===== src/rtl/reg_renamer.sv =====
module reg_renamer #(
  parameter int ARCH_INT   = 8,
  parameter int ARCH_FP    = 8,
  parameter int PHYS_INT   = 12,
  parameter int PHYS_FP    = 12,
  parameter int HIST_DEPTH = 8,
  parameter int SEQ_W      = 16,
  localparam int ARCH = ARCH_INT + ARCH_FP,
  localparam int PHYS = PHYS_INT + PHYS_FP,
  localparam int AW   = $clog2(ARCH),
  localparam int PW   = $clog2(PHYS),
  localparam int IW   = $clog2(ARCH_INT)
) (
  input  logic             clk,
  input  logic             rst_n,
  input  logic             ren_valid,
  output logic             ren_ready,
  input  logic [SEQ_W-1:0] ren_seq,
  input  logic [IW-1:0]    win_base,
  input  logic [AW-1:0]    src0_arch,
  input  logic [AW-1:0]    src1_arch,
  input  logic             dst_valid,
  input  logic [AW-1:0]    dst_arch,
  output logic [PW-1:0]    src0_phys,
  output logic             src0_rdy,
  output logic [PW-1:0]    src1_phys,
  output logic             src1_rdy,
  output logic [PW-1:0]    dst_phys,
  output logic [PW-1:0]    dst_prev,
  input  logic             squash_valid,
  input  logic [SEQ_W-1:0] squash_seq,
  input  logic             commit_valid,
  input  logic [SEQ_W-1:0] commit_seq,
  input  logic             wake_valid,
  input  logic [PW-1:0]    wake_phys
);
  localparam int HW = $clog2(HIST_DEPTH);
  localparam int CW = $clog2(HIST_DEPTH + 1);

  function automatic logic [AW-1:0] flatten(input logic [AW-1:0] a, input logic [IW-1:0] wb);
    logic [IW-1:0] s;
    s = a[IW-1:0] + wb;
    if (int'(a) < ARCH_INT) return {{(AW-IW){1'b0}}, s};
    return a;
  endfunction

  logic [PW-1:0]    map_q  [ARCH];
  logic [PHYS-1:0]  free_q;
  logic [PHYS-1:0]  rdy_q;
  logic [SEQ_W-1:0] h_seq  [HIST_DEPTH];
  logic [AW-1:0]    h_arch [HIST_DEPTH];
  logic [PW-1:0]    h_new  [HIST_DEPTH];
  logic [PW-1:0]    h_prev [HIST_DEPTH];
  logic [HW-1:0]    head_q;
  logic [CW-1:0]    cnt_q;
  logic             undo_q;
  logic [SEQ_W-1:0] sq_seq_q;

  logic [AW-1:0] s0f, s1f, df;
  logic [PW-1:0] alloc;
  logic [HW-1:0] young, tail;
  logic          acc, push, pop, undo_now, hist_full;

  assign s0f = flatten(src0_arch, win_base);
  assign s1f = flatten(src1_arch, win_base);
  assign df  = flatten(dst_arch, win_base);

  assign src0_phys = map_q[s0f];
  assign src1_phys = map_q[s1f];
  assign src0_rdy  = rdy_q[src0_phys];
  assign src1_rdy  = rdy_q[src1_phys];
  assign dst_prev  = map_q[df];
  assign dst_phys  = alloc;

  always_comb begin
    alloc = '0;
    for (int i = PHYS - 1; i >= 0; i--)
      if (free_q[i]) alloc = PW'(i);
  end

  assign hist_full = (int'(cnt_q) == HIST_DEPTH);
  assign ren_ready = !undo_q && !squash_valid && (!dst_valid || (|free_q && !hist_full));
  assign acc  = ren_valid && ren_ready;
  assign push = acc && dst_valid;

  assign young = head_q + cnt_q[HW-1:0] - HW'(1);
  assign tail  = head_q + cnt_q[HW-1:0];

  assign undo_now = undo_q && cnt_q != '0 && h_seq[young] > sq_seq_q;
  assign pop = commit_valid && !undo_q && !squash_valid && cnt_q != '0 &&
               h_seq[head_q] <= commit_seq;

  always_ff @(posedge clk or negedge rst_n) begin
    if (!rst_n) begin
      for (int i = 0; i < ARCH; i++) map_q[i] <= PW'(i);
      for (int i = 0; i < PHYS; i++) free_q[i] <= (i >= ARCH);
      rdy_q    <= '1;
      head_q   <= '0;
      cnt_q    <= '0;
      undo_q   <= 1'b0;
      sq_seq_q <= '0;
    end else begin
      if (undo_now) begin
        map_q[h_arch[young]] <= h_prev[young];
        free_q[h_new[young]] <= 1'b1;
      end
      if (undo_q && !undo_now) undo_q <= 1'b0;
      if (pop) free_q[h_prev[head_q]] <= 1'b1;
      if (push) begin
        map_q[df]     <= alloc;
        free_q[alloc] <= 1'b0;
        h_seq[tail]   <= ren_seq;
        h_arch[tail]  <= df;
        h_new[tail]   <= alloc;
        h_prev[tail]  <= map_q[df];
      end
      if (wake_valid && int'(wake_phys) < PHYS) rdy_q[wake_phys] <= 1'b1;
      if (push) rdy_q[alloc] <= 1'b0;
      head_q <= head_q + HW'(pop);
      cnt_q  <= cnt_q + CW'(push) - CW'(pop) - CW'(undo_now);
      if (squash_valid) begin
        undo_q   <= 1'b1;
        sq_seq_q <= squash_seq;
      end
    end
  end
endmodule


===== config.mk =====
export PLATFORM = sky130hd
export DESIGN_NAME = reg_renamer
export DESIGN_NICKNAME = d
export VERILOG_FILES = /design/src/rtl/reg_renamer.sv
export SDC_FILE = /design/constraint.sdc
export NUM_CORES = 1
export LEC_CHECK = 0
export BUFFER_PORTS_ARGS = -buffer_cell sky130_fd_sc_hd__buf_2
export CAP_MARGIN = 20
export CORE_MARGIN = 2
export CORE_UTILIZATION = 25
export CTS_BUF_LIST = sky130_fd_sc_hd__clkbuf_4
export DETAILED_ROUTE_END_ITERATION = 8
export HOLD_SLACK_MARGIN = 0.08
export PLACE_DENSITY = 0.4
export REMOVE_ABC_BUFFERS = 1
export SLEW_MARGIN = 25
export SYNTH_ARGS = -nofsm -noshare
export SYNTH_HDL_FRONTEND = slang
export SYNTH_SLANG_ARGS = --single-unit

===== constraint.sdc =====
create_clock -name clk -period 14.54 [get_ports clk]
set_input_delay 0.727 -clock clk [delete_from_list [all_inputs] [get_ports clk]]
set_output_delay 0.727 -clock clk [all_outputs]
set_load 0.02 [all_outputs]

; Yosys cells after proc, flatten, opt, wreduce, memory -nomap -nowiden
; Memory sizes are Yosys's and may differ from the RTL's.
; Cells that the tools add are included.
[totals]
register_bits = 152
ramBits = 240
inputBits = 75
out_inout_bits = 23
mem_count = 4
[memory_table]
columns = memory, words, width, read_ports, rd_ports_with_merged_regs, wr, line_no
row1 = h_seq, 8, 16, 2, 0, 1, 50  ; logic [SEQ_W-1:0] h_seq [HIST_DEPTH];
row2 = h_new, 8, 5, 1, 0, 1, 52  ; logic [PW-1:0] h_new [HIST_DEPTH];
row3 = h_prev, 8, 5, 2, 0, 1, 53  ; logic [PW-1:0] h_prev [HIST_DEPTH];
row4 = h_arch, 8, 4, 1, 0, 1, 51  ; logic [AW-1:0] h_arch [HIST_DEPTH];
[op_classes]
eq_ne = 1
n_reduce_logical = 29
n_mux = 71
n_lt_le_gt_ge = 22
addsub = 9
bitwise_logic = 10
[op_table]
columns = operator, count
row1 = bitwise mux 80 bit, 2
row2 = 2-to-1 mux 5 bit, 32
row3 = 2-to-1 mux 80 bit, 2
row4 = 2-to-1 mux 24 bit, 5
row5 = OR 24 bit, 3
row6 = binary-select mux 5 bit (select 4 bit), 3
row7 = AND 24 bit, 2
row8 = demux 5 bit (select 4 bit), 2
row9 = "< comparator 5 x 6 -> 1 bit, second input constant", 6
row10 = 2-to-1 mux 4 bit, 6
row11 = inverter 24 bit, 1
row12 = OR reduction 24 bit, 1
row13 = demux 1 bit (select 5 bit), 4
row14 = "greater-or-equal comparator 5 x 1 -> 1 bit, second input constant", 4
row15 = "greater-or-equal comparator 5 bit, second input constant", 4
row16 = logical AND 1 bit, 20
row17 = inverter 4 -> 5 bit, 4
row18 = greater-than comparator 16 bit, 1
row19 = <= comparator 16 bit, 1
row20 = 2-to-1 mux 1 bit, 13
row21 = adder 3 bit, 4
row22 = "< comparator 4 bit, second input constant", 3
row23 = binary-select mux 1 bit (select 5 bit), 2
row24 = "< comparator 5 x 1 -> 1 bit, second input constant", 2
row25 = other kinds (10), 15

; Logic depth before layout (Yosys ltp)
[depth]
ltp_word = 31
depth_mapped = 27

; Worst setup path after synthesis
; No wires, ideal clock.
[synth_path]
path_kind = register -> register
startpoint = register cnt_q[0]
endpoint = register cnt_q[3]
setup_slack_ps = 7498
synth_period_minus_slack_ps = 7042
stages_incl_launch_ff = 25
required_time_ps = 14417
arrival_time_ps = 6919
n_path_buf = 9
setup_time_ps = 123
cell_sequence = dfrtp_1 > ha_1 > clkbuf_1 > inv_1 > buf_2 > clkbuf_1 > ha_1 > buf_1 > clkbuf_1 > clkbuf_1 > clkbuf_1 > mux2_2 > ha_1 > nand4_1 > nor3_1 > nand4_1 > and3_1 > clkbuf_1 > nand2_1 > buf_2 > fa_1 > ha_1 > ha_1 > fa_1 > xnor2_1
[synth_between]
elab_chain_len = 10
word_cells_on_any_way = 19
classes_between = 5 x add/sub / 1 x order compare / 1 x eq/ne / 11 x reduce/logical / 1 x memory
[synth_lines]
columns = item, line_no
row1 = "start, declared", 55  ; logic [CW-1:0] cnt_q;
row2 = "start signal, assigned", 120  ; cnt_q <= cnt_q + CW'(push) - CW'(pop) - CW'(undo_now);
row3 = branches (longest 9 deep; another with memory read (8 x 16 bit)), n/a
row4 = subtractor 4 x 1 -> 4 bit (*), 120
; Mark *: on every way between the ends.
; A chain may end at the register's enable or synchronous reset.

; Worst setup path after layout
[layout_path]
startpoint = register head_q[0]
endpoint = register cnt_q[3]
[layout_between]
elab_chain_len = 6
word_cells_on_any_way = 9
classes_between = 4 x add/sub / 2 x order compare / 2 x reduce/logical / 1 x memory
[layout_lines]
columns = item, line_no
row1 = "start, declared", 54  ; logic [HW-1:0] head_q;
row2 = "start signal, assigned", 119  ; head_q <= head_q + HW'(pop);
row3 = adder 3 bit, 86  ; assign young = head_q + cnt_q[HW-1:0] - HW'(1);
row4 = subtractor 3 x 1 -> 3 bit, 86
row5 = memory read (8 x 16 bit) (*), n/a
row6 = greater-than comparator 16 bit, 89  ; assign undo_now = undo_q && cnt_q != '0 && h_seq[young] > sq_seq_q;
row7 = logical AND 1 bit, 89
row8 = subtractor 4 x 1 -> 4 bit (*), 120
; Mark *: on every way between the ends. The rest lies on a longest branch, timed or not.

==> impl_metrics.tcl <==
set metrics [dict create \
    timing.max_cap.violations 0 \
    yosysTopAreaCell "edfxtp_1" \
    synthesis.area_um2 21350 \
    drt-vias-per-instance 4.946 \
    dieArea_um2 87770 \
    insertion_delay_ns 0.88 \
    final_max_slew_viol_count 0 \
    ys_async_sr_fraction_pct 38.78 \
    postSynthCellCount 1559 \
    drive_gt1_share_pct 33.19 \
    place_hpwl_um 46740 \
    grt_pass1_wl_um 105600 \
    cp_common_cell "buf_4" \
    crit_chain "buf_4 -> ha_2 -> buf_4 -> inv_2 -> ha_2 -> xnor2_4 -> buf_4 -> mux4_2 -> mux2_2 -> ha_1 -> nor2b_1 -> o21ai_0 -> a21oi_1 -> o211ai_1 -> nand4_1 -> nand2_1 -> buf_4 -> fa_1 -> ha_1 -> ha_1 -> fa_1 -> xnor2_1" \
    post-route-min-period_ns 8.810 \
    hold_path_depth 4 \
    grt_max_degree 54 \
    routedWlPerCell_um 23.36 \
    grt_use_total_pct 16.21 \
    cts_buffers 108 \
    crit_type "flip-flop to flip-flop" \
    final_area_um2 25090 \
    drt-total-wl_um 70330 \
    finalWeightedCongestion 0.8214 \
    rrSetupSlack_ns 5.73 \
    synth_most_common_cell "edfxtp_1" \
    synth-seq-cells 392 \
    placed_area_um2 23380 \
    antenna_found_initial 2 \
    areaGrowthSynthToFinish_pct 17.51 \
    ios 98 \
    relSlewSlack_pct 27.02 \
    antenna_left 0 \
    yosys_warnings 0 \
    tightest_slew_ns 1.092 \
    synth_seq_area_share_pct 51.94 \
    min_to "rdy_q[10]$_DFF_PN1_" \
    initial_core_util_pct 25.16 \
    post-cts-setup-buffers 0 \
    r2r_start "head_q[0]$_DFF_PN0_" \
    hold_viol 0 \
    regToRegEndpoint "cnt_q[3]$_DFF_PN0_" \
    path_clk_slew_ns 0.08 \
    drcViolationCount 0 \
    fmax_mhz 113.5 \
    synth_area_leaders "edfxtp_1, mux4_2, dfrtp_1, dfstp_2, mux2i_1" \
    crit_required_ns 15.33 \
    rows 107 \
    slowest_delay_ns 0.69 \
    clock-sinks 392 \
    synthFlopType "edfxtp_1" \
    worstPathArrival_ns 9.60 \
    period_share_pct 60.59 \
    setup_tns_ns 0 \
    fp.dieW_um 296.3 \
    critPathSlowestCell "buf_4" \
    gr-total-overflow 0 \
    synth.top_cell.area_share_pct 33.75 \
    first_iter_violations 1068 \
    first_pass_iters 5 \
    synth_common_cells "edfxtp_1, nor2_1, mux4_2" \
    hold_start "wake_phys[2]" \
    outcome "finished, final reports clean" \
    dp_cells 2774 \
    die_h_um 296.3 \
    finClkSkew_ns 0.05276 \
    cts_tree "done" \
    cp-start-kind "flip-flop" \
    nets 1898 \
    grt_pass1_vias 15591 \
    setup_viol 0 \
    placement.io_buffers 97 \
    synth_edf_count 240 \
    htree_levels 3 \
    coreArea_um2 84880 \
    cts_buffer_depth 3 \
    fin_hold_ws_ns 0.2941 \
    num_vias 14888 \
    avgSynthCellArea_um2 13.70 \
    fin_cells 3010 \
    r2r_cells 22 \
    crit_path_max_fanout 44 \
    synthDistinctLibCells 75 \
    cts_root_buf "clkbuf_4" \
    crit_path_end_kind "flip-flop" \
    rsz0062_at_grt "no" \
    hp-class "primary input to flip-flop" \
]
## layer usage
layer	up-vias	GRT usage (%)	wire length, µm
met4	2	4.816	1322
met3	90	2.646	3111
li1	6652	-	-
met5	-	0	13
met2	366	26.29	33500
met1	7778	22.24	32380
## state kept, by name (all words and copies together) (netlist names), 3 cells and up
signal and count:
h_new 40, h_arch 32, h_prev 40, h_seq 128, free_q 24, head_q 3
rdy_q 24, cnt_q 4, sq_seq_q 16, map_q 80
## worst max path at each step
stage                              startpoint                  to  slack [ns]
final                     head_q[0]$_DFF_PN0_  cnt_q[3]$_DFF_PN0_        5.73
after global routing      head_q[0]$_DFF_PN0_  cnt_q[3]$_DFF_PN0_        5.03
after floorplan           head_q[0]$_DFF_PN0_  cnt_q[3]$_DFF_PN0_        5.06
after global placement    head_q[0]$_DFF_PN0_  cnt_q[3]$_DFF_PN0_        5.75
after CTS                 head_q[0]$_DFF_PN0_  cnt_q[3]$_DFF_PN0_        5.50
after detailed placement  head_q[0]$_DFF_PN0_  cnt_q[3]$_DFF_PN0_        5.54
## stage by stage
| stage | setup WS [ns] | util, % |
|---|---|---|
| final | 5.730 | 29.56 |
| after global placement | 5.754 | 27.54 |
| after CTS | 5.500 | 29.53 |
| after floorplan | 5.063 | - |
| after detailed placement | 5.537 | 27.55 |
| after global routing | 5.034 | 29.56 |
## cell usage in the layout (no fill, tap or decap), drive strengths merged, types with 7 or more instances in the layout
cell,instances
a211oi,14
a21o,8
a21oi,79
a221oi,59
a22oi,8
a2bb2oi,15
buf,140
clkbuf,150
clkinv,48
dfrtp,88
dfstp,64
dlygate4sd3,33
edfxtp,240
ha,44
inv,67
mux2,37
mux2i,97
mux4,159
nand2,86
nand2b,9
nand3,20
nand4,18
nor2,187
nor2b,7
nor3,28
nor4,10
o21ai,41
o22ai,14
or2,8
xnor2,11
## critical path, delay by kind of cell (launching register included)
family / cells / cell delay (ns)
mux: 2 / 0.69
buf+inv: 5 / 2.72
xor+xnor: 2 / 0.83
fa+ha+maj: 7 / 2.18
simple gates: 3 / 1.40
flops: 1 / 0.34
compound gates: 3 / 0.45
## what timing repair did
action | 4_1_cts | 5_1_grt
endpoints found under the hold margin | 183 | 0
gates resized for setup | 0 | 0
hold buffers | 33 | 0
endpoints found under the setup margin | 0 | 0
## cell families (layout without fill, tap and decap cells)
kind of cell             count (synthesis)  in the layout  synth area share (%)
AND/OR/NAND/NOR                        411            411                 9.317
flip-flops                             392            392                 51.94
multiplexers                           293            293                 23.87
AO/OA/AOI/OAI                          267            267                 8.508
buffers and inverters                  133            439                 2.531
adder cells (fa/ha/maj)                 50             50                 3.141
XOR/XNOR                                13             13                0.6914
other                                    0              1                     0
## layout make-up
type	count	area [µm²]
diodes	1	2.502
repair buffers	173	1145
clock inverters	52	225.2
flip-flops and latches	392	11090
clock buffers	150	1126
fillers	8714	59790
well taps	1144	1431
inverters	64	240.2
multi-input cells	1034	9828
Power is left out: the tool's default activity adds up to more than one toggle a clock period on the data nets, which glitch-free logic cannot reach.
